**src/rtl/msgdma_pkg.sv**
```systemverilog
package msgdma_pkg;

    localparam int WORD_W = 16;

    typedef logic [WORD_W-1:0] word_t;

    typedef enum logic [2:0] {
        ST_IDLE,
        ST_RX_REQ,
        ST_RX_XFER,
        ST_TX_REQ,
        ST_TX_XFER,
        ST_TX_SEND
    } dma_state_e;

    function automatic logic holds_req(dma_state_e s);
        return (s == ST_RX_REQ) || (s == ST_RX_XFER) ||
               (s == ST_TX_REQ) || (s == ST_TX_XFER);
    endfunction

    function automatic logic owns_bus(dma_state_e s);
        return (s == ST_RX_XFER) || (s == ST_TX_XFER);
    endfunction

    // Select the host-side lane for one beat: whole word, or one byte in the low lane.
    function automatic word_t lane_pick(word_t w, logic byte_mode, logic hi);
        if (!byte_mode) return w;
        return hi ? {8'h00, w[15:8]} : {8'h00, w[7:0]};
    endfunction

    function automatic int unsigned own_limit(int unsigned mhz, int unsigned us);
        return mhz * us;
    endfunction

endpackage

```
**src/rtl/msg_fifo.sv**
```systemverilog
module msg_fifo
    import msgdma_pkg::*;
#(
    parameter int DEPTH = 32,
    localparam int CW = $clog2(DEPTH + 1),
    localparam int PW = (DEPTH > 1) ? $clog2(DEPTH) : 1
) (
    input  logic          clk,
    input  logic          rst,
    input  logic          flush,
    input  logic          push,
    input  word_t         din,
    input  logic          pop,
    output word_t         dout,
    output logic [CW-1:0] count,
    output logic          full,
    output logic          empty
);

    word_t          store [DEPTH];
    logic [PW-1:0]  wr_ptr;
    logic [PW-1:0]  rd_ptr;

    function automatic logic [PW-1:0] bump(logic [PW-1:0] p);
        return (p == PW'(DEPTH - 1)) ? '0 : p + PW'(1);
    endfunction

    assign full  = (count == CW'(DEPTH));
    assign empty = (count == '0);
    assign dout  = store[rd_ptr];

    always_ff @(posedge clk) begin
        if (rst || flush) begin
            wr_ptr <= '0;
            rd_ptr <= '0;
            count  <= '0;
        end else begin
            if (push) begin
                store[wr_ptr] <= din;
                wr_ptr        <= bump(wr_ptr);
            end
            if (pop) rd_ptr <= bump(rd_ptr);
            case ({push, pop})
                2'b10:   count <= count + CW'(1);
                2'b01:   count <= count - CW'(1);
                default: count <= count;
            endcase
        end
    end

    p_no_overflow_r8: assert property (@(posedge clk) disable iff (rst)
        (push && !flush) |-> (!full || pop));

    p_no_underflow_r7: assert property (@(posedge clk) disable iff (rst)
        (pop && !flush) |-> !empty);

endmodule

```
**src/rtl/own_watchdog.sv**
```systemverilog
module own_watchdog #(
    parameter int unsigned LIMIT = 20000,
    localparam int CNT_W = $clog2(LIMIT + 1)
) (
    input  logic clk,
    input  logic rst,
    input  logic run,
    output logic expire
);

    logic [CNT_W-1:0] cnt;

    always_ff @(posedge clk) begin
        if (rst || !run) cnt <= '0;
        else             cnt <= cnt + CNT_W'(1);
    end

    assign expire = run && (cnt == CNT_W'(LIMIT - 1));

    p_own_cap_r9: assert property (@(posedge clk) disable iff (rst)
        run |-> (cnt < CNT_W'(LIMIT)));

endmodule

```
**src/rtl/msg_burst_dma.sv**
```systemverilog
module msg_burst_dma
    import msgdma_pkg::*;
#(
    parameter int AW      = 16,
    parameter int DEPTH   = 32,
    parameter int CLK_MHZ = 250,
    parameter int OWN_US  = 80,
    localparam int LW     = $clog2(DEPTH + 1)
) (
    input  logic          clk,
    input  logic          rst,
    input  logic [AW-1:0] cfg_base,
    input  logic          cfg_byte_mode,
    input  logic          rx_word_valid,
    input  logic [15:0]   rx_word,
    input  logic          msg_done,
    input  logic          msg_good,
    input  logic          tx_start,
    input  logic [LW-1:0] tx_len,
    output logic          tx_valid,
    output logic [15:0]   tx_word,
    input  logic          tx_take,
    output logic          hb_req,
    input  logic          hb_ack,
    output logic          hb_oe,
    output logic          hb_wr,
    output logic          hb_rd,
    output logic [AW-1:0] hb_addr,
    output logic [15:0]   hb_wdata,
    input  logic [15:0]   hb_rdata,
    output logic          dma_err
);

    localparam int unsigned LIMIT = own_limit(CLK_MHZ, OWN_US);

    dma_state_e     st;
    logic [AW-1:0]  addr_q;
    logic           bm_q;
    logic           half_q;
    logic [7:0]     lo_q;
    logic [LW-1:0]  len_q;
    logic [LW-1:0]  wcnt_q;
    logic           err_q;

    logic           f_flush, f_push, f_pop, f_full, f_empty;
    word_t          f_din, f_dout;
    logic [LW-1:0]  f_cnt;

    logic owning, beat, word_edge, rx_last, tx_last, xfer_done, expire, abort;
    logic rx_accept, tx_accept;

    msg_fifo #(.DEPTH(DEPTH)) u_fifo (
        .clk   (clk),
        .rst   (rst),
        .flush (f_flush),
        .push  (f_push),
        .din   (f_din),
        .pop   (f_pop),
        .dout  (f_dout),
        .count (f_cnt),
        .full  (f_full),
        .empty (f_empty)
    );

    own_watchdog #(.LIMIT(LIMIT)) u_wdog (
        .clk    (clk),
        .rst    (rst),
        .run    (owning),
        .expire (expire)
    );

    assign owning    = owns_bus(st);
    assign beat      = owning && hb_ack;
    assign word_edge = !bm_q || half_q;
    assign rx_last   = (f_cnt == LW'(1)) && word_edge;
    assign tx_last   = (wcnt_q == len_q - LW'(1)) && word_edge;
    assign xfer_done = beat && ((st == ST_RX_XFER) ? rx_last : tx_last);
    assign abort     = expire && !xfer_done;

    // Idle-state decisions: end of message first, then outgoing start.
    assign rx_accept = msg_good && ((f_cnt != '0) || (rx_word_valid && !f_full));
    assign tx_accept = tx_start && f_empty && (tx_len != '0) && (tx_len <= LW'(DEPTH));

    always_comb begin
        f_push  = 1'b0;
        f_pop   = 1'b0;
        f_flush = 1'b0;
        f_din   = rx_word;
        unique case (st)
            ST_IDLE: begin
                if (msg_done) begin
                    f_push  = rx_word_valid && !f_full;
                    f_flush = !rx_accept;
                end else if (!tx_accept) begin
                    f_push  = rx_word_valid && !f_full;
                end
            end
            ST_RX_XFER: begin
                f_pop   = beat && word_edge;
                f_flush = abort;
            end
            ST_TX_XFER: begin
                f_push  = beat && word_edge;
                f_din   = bm_q ? {hb_rdata[7:0], lo_q} : hb_rdata;
                f_flush = abort;
            end
            ST_TX_SEND: f_pop = tx_take && !f_empty;
            default: ;
        endcase
    end

    always_ff @(posedge clk) begin
        if (rst) begin
            st     <= ST_IDLE;
            addr_q <= '0;
            bm_q   <= 1'b0;
            half_q <= 1'b0;
            lo_q   <= '0;
            len_q  <= '0;
            wcnt_q <= '0;
            err_q  <= 1'b0;
        end else begin
            unique case (st)
                ST_IDLE: begin
                    if (msg_done) begin
                        if (rx_accept) begin
                            st     <= ST_RX_REQ;
                            addr_q <= cfg_base;
                            bm_q   <= cfg_byte_mode;
                            half_q <= 1'b0;
                            err_q  <= 1'b0;
                        end
                    end else if (tx_accept) begin
                        st     <= ST_TX_REQ;
                        addr_q <= cfg_base;
                        bm_q   <= cfg_byte_mode;
                        half_q <= 1'b0;
                        len_q  <= tx_len;
                        wcnt_q <= '0;
                        err_q  <= 1'b0;
                    end
                end
                ST_RX_REQ: if (hb_ack) st <= ST_RX_XFER;
                ST_TX_REQ: if (hb_ack) st <= ST_TX_XFER;
                ST_RX_XFER: begin
                    if (abort) begin
                        st    <= ST_IDLE;
                        err_q <= 1'b1;
                    end else if (beat) begin
                        addr_q <= addr_q + (bm_q ? AW'(1) : AW'(2));
                        half_q <= bm_q && !half_q;
                        if (rx_last) st <= ST_IDLE;
                    end
                end
                ST_TX_XFER: begin
                    if (abort) begin
                        st    <= ST_IDLE;
                        err_q <= 1'b1;
                    end else if (beat) begin
                        addr_q <= addr_q + (bm_q ? AW'(1) : AW'(2));
                        if (bm_q && !half_q) begin
                            lo_q   <= hb_rdata[7:0];
                            half_q <= 1'b1;
                        end else begin
                            half_q <= 1'b0;
                            wcnt_q <= wcnt_q + LW'(1);
                        end
                        if (tx_last) st <= ST_TX_SEND;
                    end
                end
                ST_TX_SEND: if (f_pop && (f_cnt == LW'(1))) st <= ST_IDLE;
                default: st <= ST_IDLE;
            endcase
        end
    end

    // Host-side outputs are cut by rst without waiting for a clock edge.
    assign hb_req   = holds_req(st) && !rst;
    assign hb_oe    = beat && !rst;
    assign hb_wr    = hb_oe && (st == ST_RX_XFER);
    assign hb_rd    = hb_oe && (st == ST_TX_XFER);
    assign hb_addr  = hb_oe ? addr_q : '0;
    assign hb_wdata = hb_wr ? lane_pick(f_dout, bm_q, half_q) : '0;
    assign tx_valid = (st == ST_TX_SEND) && !f_empty;
    assign tx_word  = tx_valid ? f_dout : '0;
    assign dma_err  = err_q;

    p_oe_needs_grant_r4: assert property (@(posedge clk) disable iff (rst)
        hb_oe |-> (hb_req && hb_ack));

    p_rd_wr_excl_r5: assert property (@(posedge clk) disable iff (rst)
        !(hb_wr && hb_rd));

    p_bad_msg_no_req_r3: assert property (@(posedge clk) disable iff (rst)
        (st == ST_IDLE && msg_done && !msg_good) |=> !hb_req);

    p_req_cause_r2: assert property (@(posedge clk) disable iff (rst)
        $rose(hb_req) |-> $past(msg_done || tx_start));

    p_word_step_r5: assert property (@(posedge clk) disable iff (rst)
        (hb_wr && $past(hb_wr) && !bm_q) |-> (hb_addr == $past(hb_addr) + AW'(2)));

    p_abort_release_r9: assert property (@(posedge clk) disable iff (rst)
        abort |=> (dma_err && !hb_req));

endmodule

```
**config.mk**
```make
export PLATFORM = sky130hd
export DESIGN_NAME = msg_burst_dma
export DESIGN_NICKNAME = d
export VERILOG_FILES = /design/src/rtl/msgdma_pkg.sv /design/src/rtl/msg_fifo.sv /design/src/rtl/own_watchdog.sv /design/src/rtl/msg_burst_dma.sv
export SDC_FILE = /design/constraint.sdc
export NUM_CORES = 1
export LEC_CHECK = 0
export ABC_AREA = 1
export BUFFER_PORTS_ARGS = -buffer_cell sky130_fd_sc_hd__buf_2
export CAP_MARGIN = 20
export CORE_MARGIN = 2
export CORE_UTILIZATION = 40
export CTS_BUF_LIST = sky130_fd_sc_hd__clkbuf_8
export DETAILED_ROUTE_END_ITERATION = 12
export HOLD_SLACK_MARGIN = 0.02
export PLACE_DENSITY = 0.65
export SETUP_SLACK_MARGIN = 0.2
export SLEW_MARGIN = 20
export SYNTH_ARGS = -nofsm -noshare
export SYNTH_HDL_FRONTEND = slang
export SYNTH_SLANG_ARGS = --single-unit
```
**constraint.sdc**
```tcl
create_clock -name clk -period 3.4 [get_ports clk]
set_clock_uncertainty 0.1 [all_clocks]
set_input_delay 0.68 -clock clk [delete_from_list [all_inputs] [get_ports clk]]
set_output_delay 0.68 -clock clk [all_outputs]
set_load 0.01 [all_outputs]
```
[Word-level counts from Yosys, hierarchy flattened]
Memories as Yosys holds them, arrays and structs flattened. A register that Yosys moved wholly into a read port is not among the register bits.
Cells that the tools add are included.
Word-level totals
  register bits after elaboration: 73
  memory bits (writable): 512
  bits of input ports: 63
  output and inout port bits: 54
  word-level logic and storage cells: 173
  memories: 1
Memories
  u_fifo.store: depth 32, width 16, rd ports 1, clocked after Yosys merged registers in 1, wr ports 1, RTL line msg_fifo.sv:20  | word_t store [DEPTH];
Cells by class
  add/subtract/negate cells: 8
  $lt $le $gt $ge: 1
  equality and inequality tests: 33
  mux-type cells: 62
  bitwise gates (word level): 2
  reduce and logical (&&, ||, !) cells: 54
Operators with widths (number)
  $mux W16: 11
  $mux W3: 12
  $pmux W16 S2: 1
  $mux W6: 5
  $pmux W6 S2: 2
  $ne A2 B2 Y1 const B: 11
  $logic_and A1 B1 Y1: 20
  $mux W5: 4
  $mux W1: 19
  $ne A3 B3 Y1 const B: 6
  $pmux W3 S6: 1
  $add A16 B2 Y16: 1
  $add A15 B1 Y15 const B: 1
  $eq A15 B15 Y1 const B: 1
  $add A6 B1 Y6 const B: 2
  $reduce_bool A6 Y1: 2
  $sub A6 B1 Y6 const B: 2
  $add A5 B1 Y5 const B: 2
  $eq A5 B5 Y1 const B: 2
  $reduce_and A9 Y1: 1
  $logic_not A1 Y1: 8
  $logic_or A1 B1 Y1: 8
  $mux W8: 1
  $pmux W1 S2: 4
  23 further kinds: 33

[Depth between registers and ports, before layout]
  word-level depth: 11
  mapped depth: 18
  mapped depth without buffers: 18

[Cells and area by module]
Synthesis repeated with hierarchy kept, for this count alone.
Unflattened totals
  cell total of the unflattened synthesis: 2615
  area, all modules: 26113.8 um^2
By module, submodules not included
  msg_fifo: times used 1, cells an instance 1870, area an instance 21768.4 um^2, seq. area each 15795.1 um^2
  msg_burst_dma: times used 1, cells an instance 627, area an instance 3570.9 um^2, seq. area each 840.8 um^2
  own_watchdog: times used 1, cells an instance 118, area an instance 774.5 um^2, seq. area each 300.3 um^2

[Least setup slack after synthesis]
No wires, ideal clock.
  kind: input port to flip-flop
  start point: input tx_len[2]
  end point: memory u_fifo.store[0][0] (netlist bit) (enable)
  library setup time: 0.388 ns
  data arrival time: 2.487 ns
  required time: 2.912 ns
  setup slack: 0.425 ns
  cell stages on the path: 11
  buffers on the path: 0
  path through: nor3_1 -> nand2_1 -> nor2_1 -> nor3_2 -> nand3_1 -> nand2_1 -> nand2_1 -> inv_1 -> nor2_8 -> nand2_4 -> nor2_1
Between the ends
  word-level cells in the longest chain between the ends: 9
  elaborated cells between the ends (all ways): 10
  classes of those cells: order compare: 1; mux: 6; reduce/logical: 3
RTL lines
  from (decl): RTL line msg_burst_dma.sv:19  | input logic [LW-1:0] tx_len,
  parallel branches: the longest is 2 deep, another holds $le A6 B6 Y1
  $logic_and A1 B1 Y1 *: RTL line msg_burst_dma.sv:82  | assign tx_accept = tx_start && f_empty && (tx_len != '0) && (tx_len <= LW'(DEPTH));
  $mux W1 *: RTL line msg_burst_dma.sv:94  | end else if (!tx_accept) begin
  $mux W1 *: RTL line msg_burst_dma.sv:91  | if (msg_done) begin
  $pmux W1 S2 *: RTL line msg_burst_dma.sv:89  | unique case (st)
  $mux W1 *: RTL line msg_fifo.sv:38  | if (push) begin
  $mux W1 *: RTL line msg_fifo.sv:33  | if (rst || flush) begin
  $mux W1 (not written as such) *: RTL line msg_fifo.sv:39  | store[wr_ptr] <= din;
  to (decl): RTL line msg_fifo.sv:20
Mark *: on every way between the ends.

==> reports/summary.md <==
The clock tree synthesis step divided the H-tree into 3 levels. The standby leakage power is 10.9 nW. The share of the cycle needed by the critical path after routing came out at 106%. Synthesis produced a netlist with a net count of 2362.

The cell at the root of the clock tree is clkbuf_8. Counting distinct cell types in the post-synthesis netlist gives 48. The flow ran to the end, but the final reports show violations.

The tools report the insertion delay to the later sink of the worst-skew pair as 700 ps. At the end of routability-driven placement, the weighted congestion stood at 0.896. The total global-route track usage came out at 22.4%.

From left edge to right edge, the die measures 255 um. After global routing the overflow that remains totals 0. After synthesis, flip-flops and latches occupy 67.5% of the total area.

Leading cell type in the layout, fill and taps excluded: edfxtp_1. Excluding fillers, the count of instances in the completed layout stands at 3422. The worst register-to-register path begins at len_q[0]. Setup repair after global routing could not meet its margin everywhere. Setup total negative slack on the finished layout was measured at -3190 ps. Shortest period the worst path allows: 3610 ps. The worst slew slack as a fraction of its limit came out at 56.8%.

The count of warnings emitted by yosys was 0. In this run the critical register-to-register path is captured at u_fifo.store[26][12]. Number of clock sinks: 590. Kind of capture point of the worst setup path: an output pin. The routed design has 73.9 mm of wire.

After layout, the design draws a total of 18.5 mW. After floorplanning, the core was divided into 91 placement rows. The clock-pin slew on the worst setup and hold paths is 60 ps. The worst setup path is launched from a register. The proportion of layout cells with a drive suffix above 1 is 20.5%, and the die area is 64800 um2.

The library cells used most frequently in the layout, excluding fill and tap cells, are edfxtp_1 (512), nor2_1 (442), nand2_1 (263), o21ai_0 (253), buf_2 (114). Setup violations remaining at the end of the flow were counted as 27. For this block, the initial DRC count from the detailed router was 2235.

From bottom edge to top edge, the die measures 255 um. The average instance in the mapped netlist occupies 11.0 um2. In this run the standard cell core region covers 61800 um2. The power density over the cells is 607 nW/um2, and the cell area after layout is 30400 um2. In this run, CTS created clock tree buffers numbering 96. Once detailed placement completed, the half-perimeter wirelength came to 42.0 mm. The final reports fail on negative setup slack. Post-layout worst setup margin: -207 ps. The logs give 3205 for the total placed cells including tap cells and 240 ps for the pre-CTS setup slack.

The number of input and output port buffers inserted was 116; the total count of hold-check failures in the final report was 0. The logs give 109 mm for the global-route wire length before repair and 5375 for the number of fillers in the final layout. The worst hold path class is input pin to register. The setup path with the least slack is of type register to output pin. The post-route core utilization is 49.2%, and the area after detailed placement is 27200 um2. The count of pins over their slew limit is 0. Compared with the post-synthesis result, the final layout area differs by 21.3%. Effective utilization at floorplan: 40.6%. The fraction of registers with async set or reset after synthesis works out to 0%. The detailed-route vias per instance is 5.62, and the hold-critical path depth is 3. Critical hold path startpoint: cfg_byte_mode. Entering global routing, the biggest net connects 62 pins. In the synthesized netlist the dominant register cell turns out to be edfxtp_1. Following the worst setup path forward leads to its endpoint at hb_wdata[0]. The register bit total from synthesis came out at 590. The logs give 16900 um2 for the register area and 1 for the initial antenna violation count.

The worst-case reg-to-reg path depth was 16. The logs give 117 for the total I/O pin count and 390 ps for the setup slack of the most critical reg-to-reg path. Yosys mapped a number of flops with a built-in enable equal to 512.

The detailed router placed 19200 vias in this run. The critical-path maximum fanout came out at 25. Number of maximum-capacitance violations: 0. Final hold analysis gives a worst-case slack of 143 ps. At the pin with the least slew margin, the transition time is 647 ps. The net count of the finished layout is 2593.

After detailed routing, the average wire length per cell comes to 21.6 um. For the worst setup path, the data arrival time is 2830 ps. In this run the deepest clock path goes through 3 buffers. Data required time at the worst endpoint: 2620 ps. After detailed routing, the number of remaining DRC violations is 0. For this run, the top clock speed supported by timing is 277 MHz.

Once detail routing completed, the nets flagged for antenna violations numbered 0. The worst-case IR drop observed on VDD is 0.362 mV. For the hold buffer count at cts, the log shows 0.

TritonCTS built the clock tree. Before antenna repair, the detailed router went through 6 iterations. Synthesis produced a netlist whose cell count is 2281. Footprint of the multi-input gates: 7810 um2. The tools report the number of global-route vias before repair as 18300. The mapped netlist covers 25100 um2.
==> worst min-delay path by stage <==
stage                          to
floorplan           u_wdog.cnt[0]
global placement    u_wdog.cnt[0]
detailed placement  u_wdog.cnt[0]
CTS                          bm_q
global route                 bm_q
finish                       bm_q
==> registers in the layout, indices dropped and copies added, names as in the netlist, named ones only <==
register and flops:
bm_q 1, addr_q 16, u_wdog.cnt 15, u_fifo.count 6
len_q 6, u_fifo.store 512, lo_q 8, u_fifo.rd_ptr 5
wcnt_q 6, half_q 1, u_fifo.wr_ptr 5, st 3
dma_err 1
==> report_power, final <==
part / internal, mW / total, mW / switching (mW)
Combinational: 1.25 / 4.08 / 2.83
Sequential: 8.53 / 8.67 / 0.141
Clock: 2.87 / 5.73 / 2.86
Total: 12.6 / 18.5 / 5.84
==> metal layers <==
layer	vias up	track usage, %	part of all wire [%]
li1	8694	-	-
met1	9325	30.6	40
met2	1072	35.1	46
met3	143	4.47	10
met4	0	9.11	3.6
met5	-	0	0
==> critical path, cell delays in order (launching register included) <==
cell and delay (ps):
dfxtp_4 380, clkinv_4 140, buf_12 190, o21ai_1 100, o221ai_2 250, nand3_2 190
o211ai_1 320, nand2_2 140, nand2_1 100, nand2_1 80, nor2_1 100, buf_2 130
==> kinds of logic after synthesis <==
| family | Yosys count | share of synthesized area, % |
|---|---|---|
| buffers and inverters | 225 | 3.51 |
| adder cells (fa/ha/maj) | 18 | 0.927 |
| AND/OR/NAND/NOR | 898 | 14.9 |
| AO/OA/AOI/OAI | 529 | 12.5 |
| XOR/XNOR | 21 | 0.733 |
| flip-flops | 590 | 67.5 |
==> synthesized netlist by cell type, types with 2 or more instances <==
cell type	number	share of area, %
xnor2_1	4	0.14
o21ai_0	286	5.7
a31oi_1	17	0.42
o21ai_1	19	0.38
edfxtp_1	512	61
nor3_2	2	0.080
nand4_1	20	0.50
nand2_4	5	0.22
clkbuf_1	99	1.5
nor2_4	2	0.090
ha_1	17	0.85
buf_2	24	0.48
o221ai_1	94	3.3
nand3_1	102	2.0
o211ai_1	8	0.24
a21oi_1	59	1.2
buf_1	7	0.10
clkinv_1	2	0.030
nor2_8	2	0.16
xor2_1	17	0.59
nand2_2	3	0.075
inv_1	84	1.3
o21a_1	4	0.12
nor2_1	456	6.8
inv_2	7	0.10
dfxtp_1	78	6.2
nand2_1	277	4.1
and2_1	3	0.075
o31ai_1	2	0.060
nor2_2	3	0.075
nor3_1	13	0.26
nand3_2	3	0.12
o22ai_1	34	0.85
nor4_1	2	0.050
==> area by class of cell <==
type	count	share of cell area [%]
sequential	590	55.7
multi-input combinational	1466	25.7
timing repair buffer	263	8.12
clock buffer	99	4.48
tap	837	3.44
inverter	94	1.29
clock inverter	71	1.29
timing repair inverter	1	0.0288
antenna	1	0.00822
==> timing repair <==
item                                   in CTS  in global routing
endpoints found under the hold margin       0                  0
pin swaps                                  22                 40
buffers inserted                           21                  8
resized for setup                         120                 71
cloned                                     12                  5
setup endpoints to repair                  39                173
No activity file was read; power rests on OpenSTA's default activity.
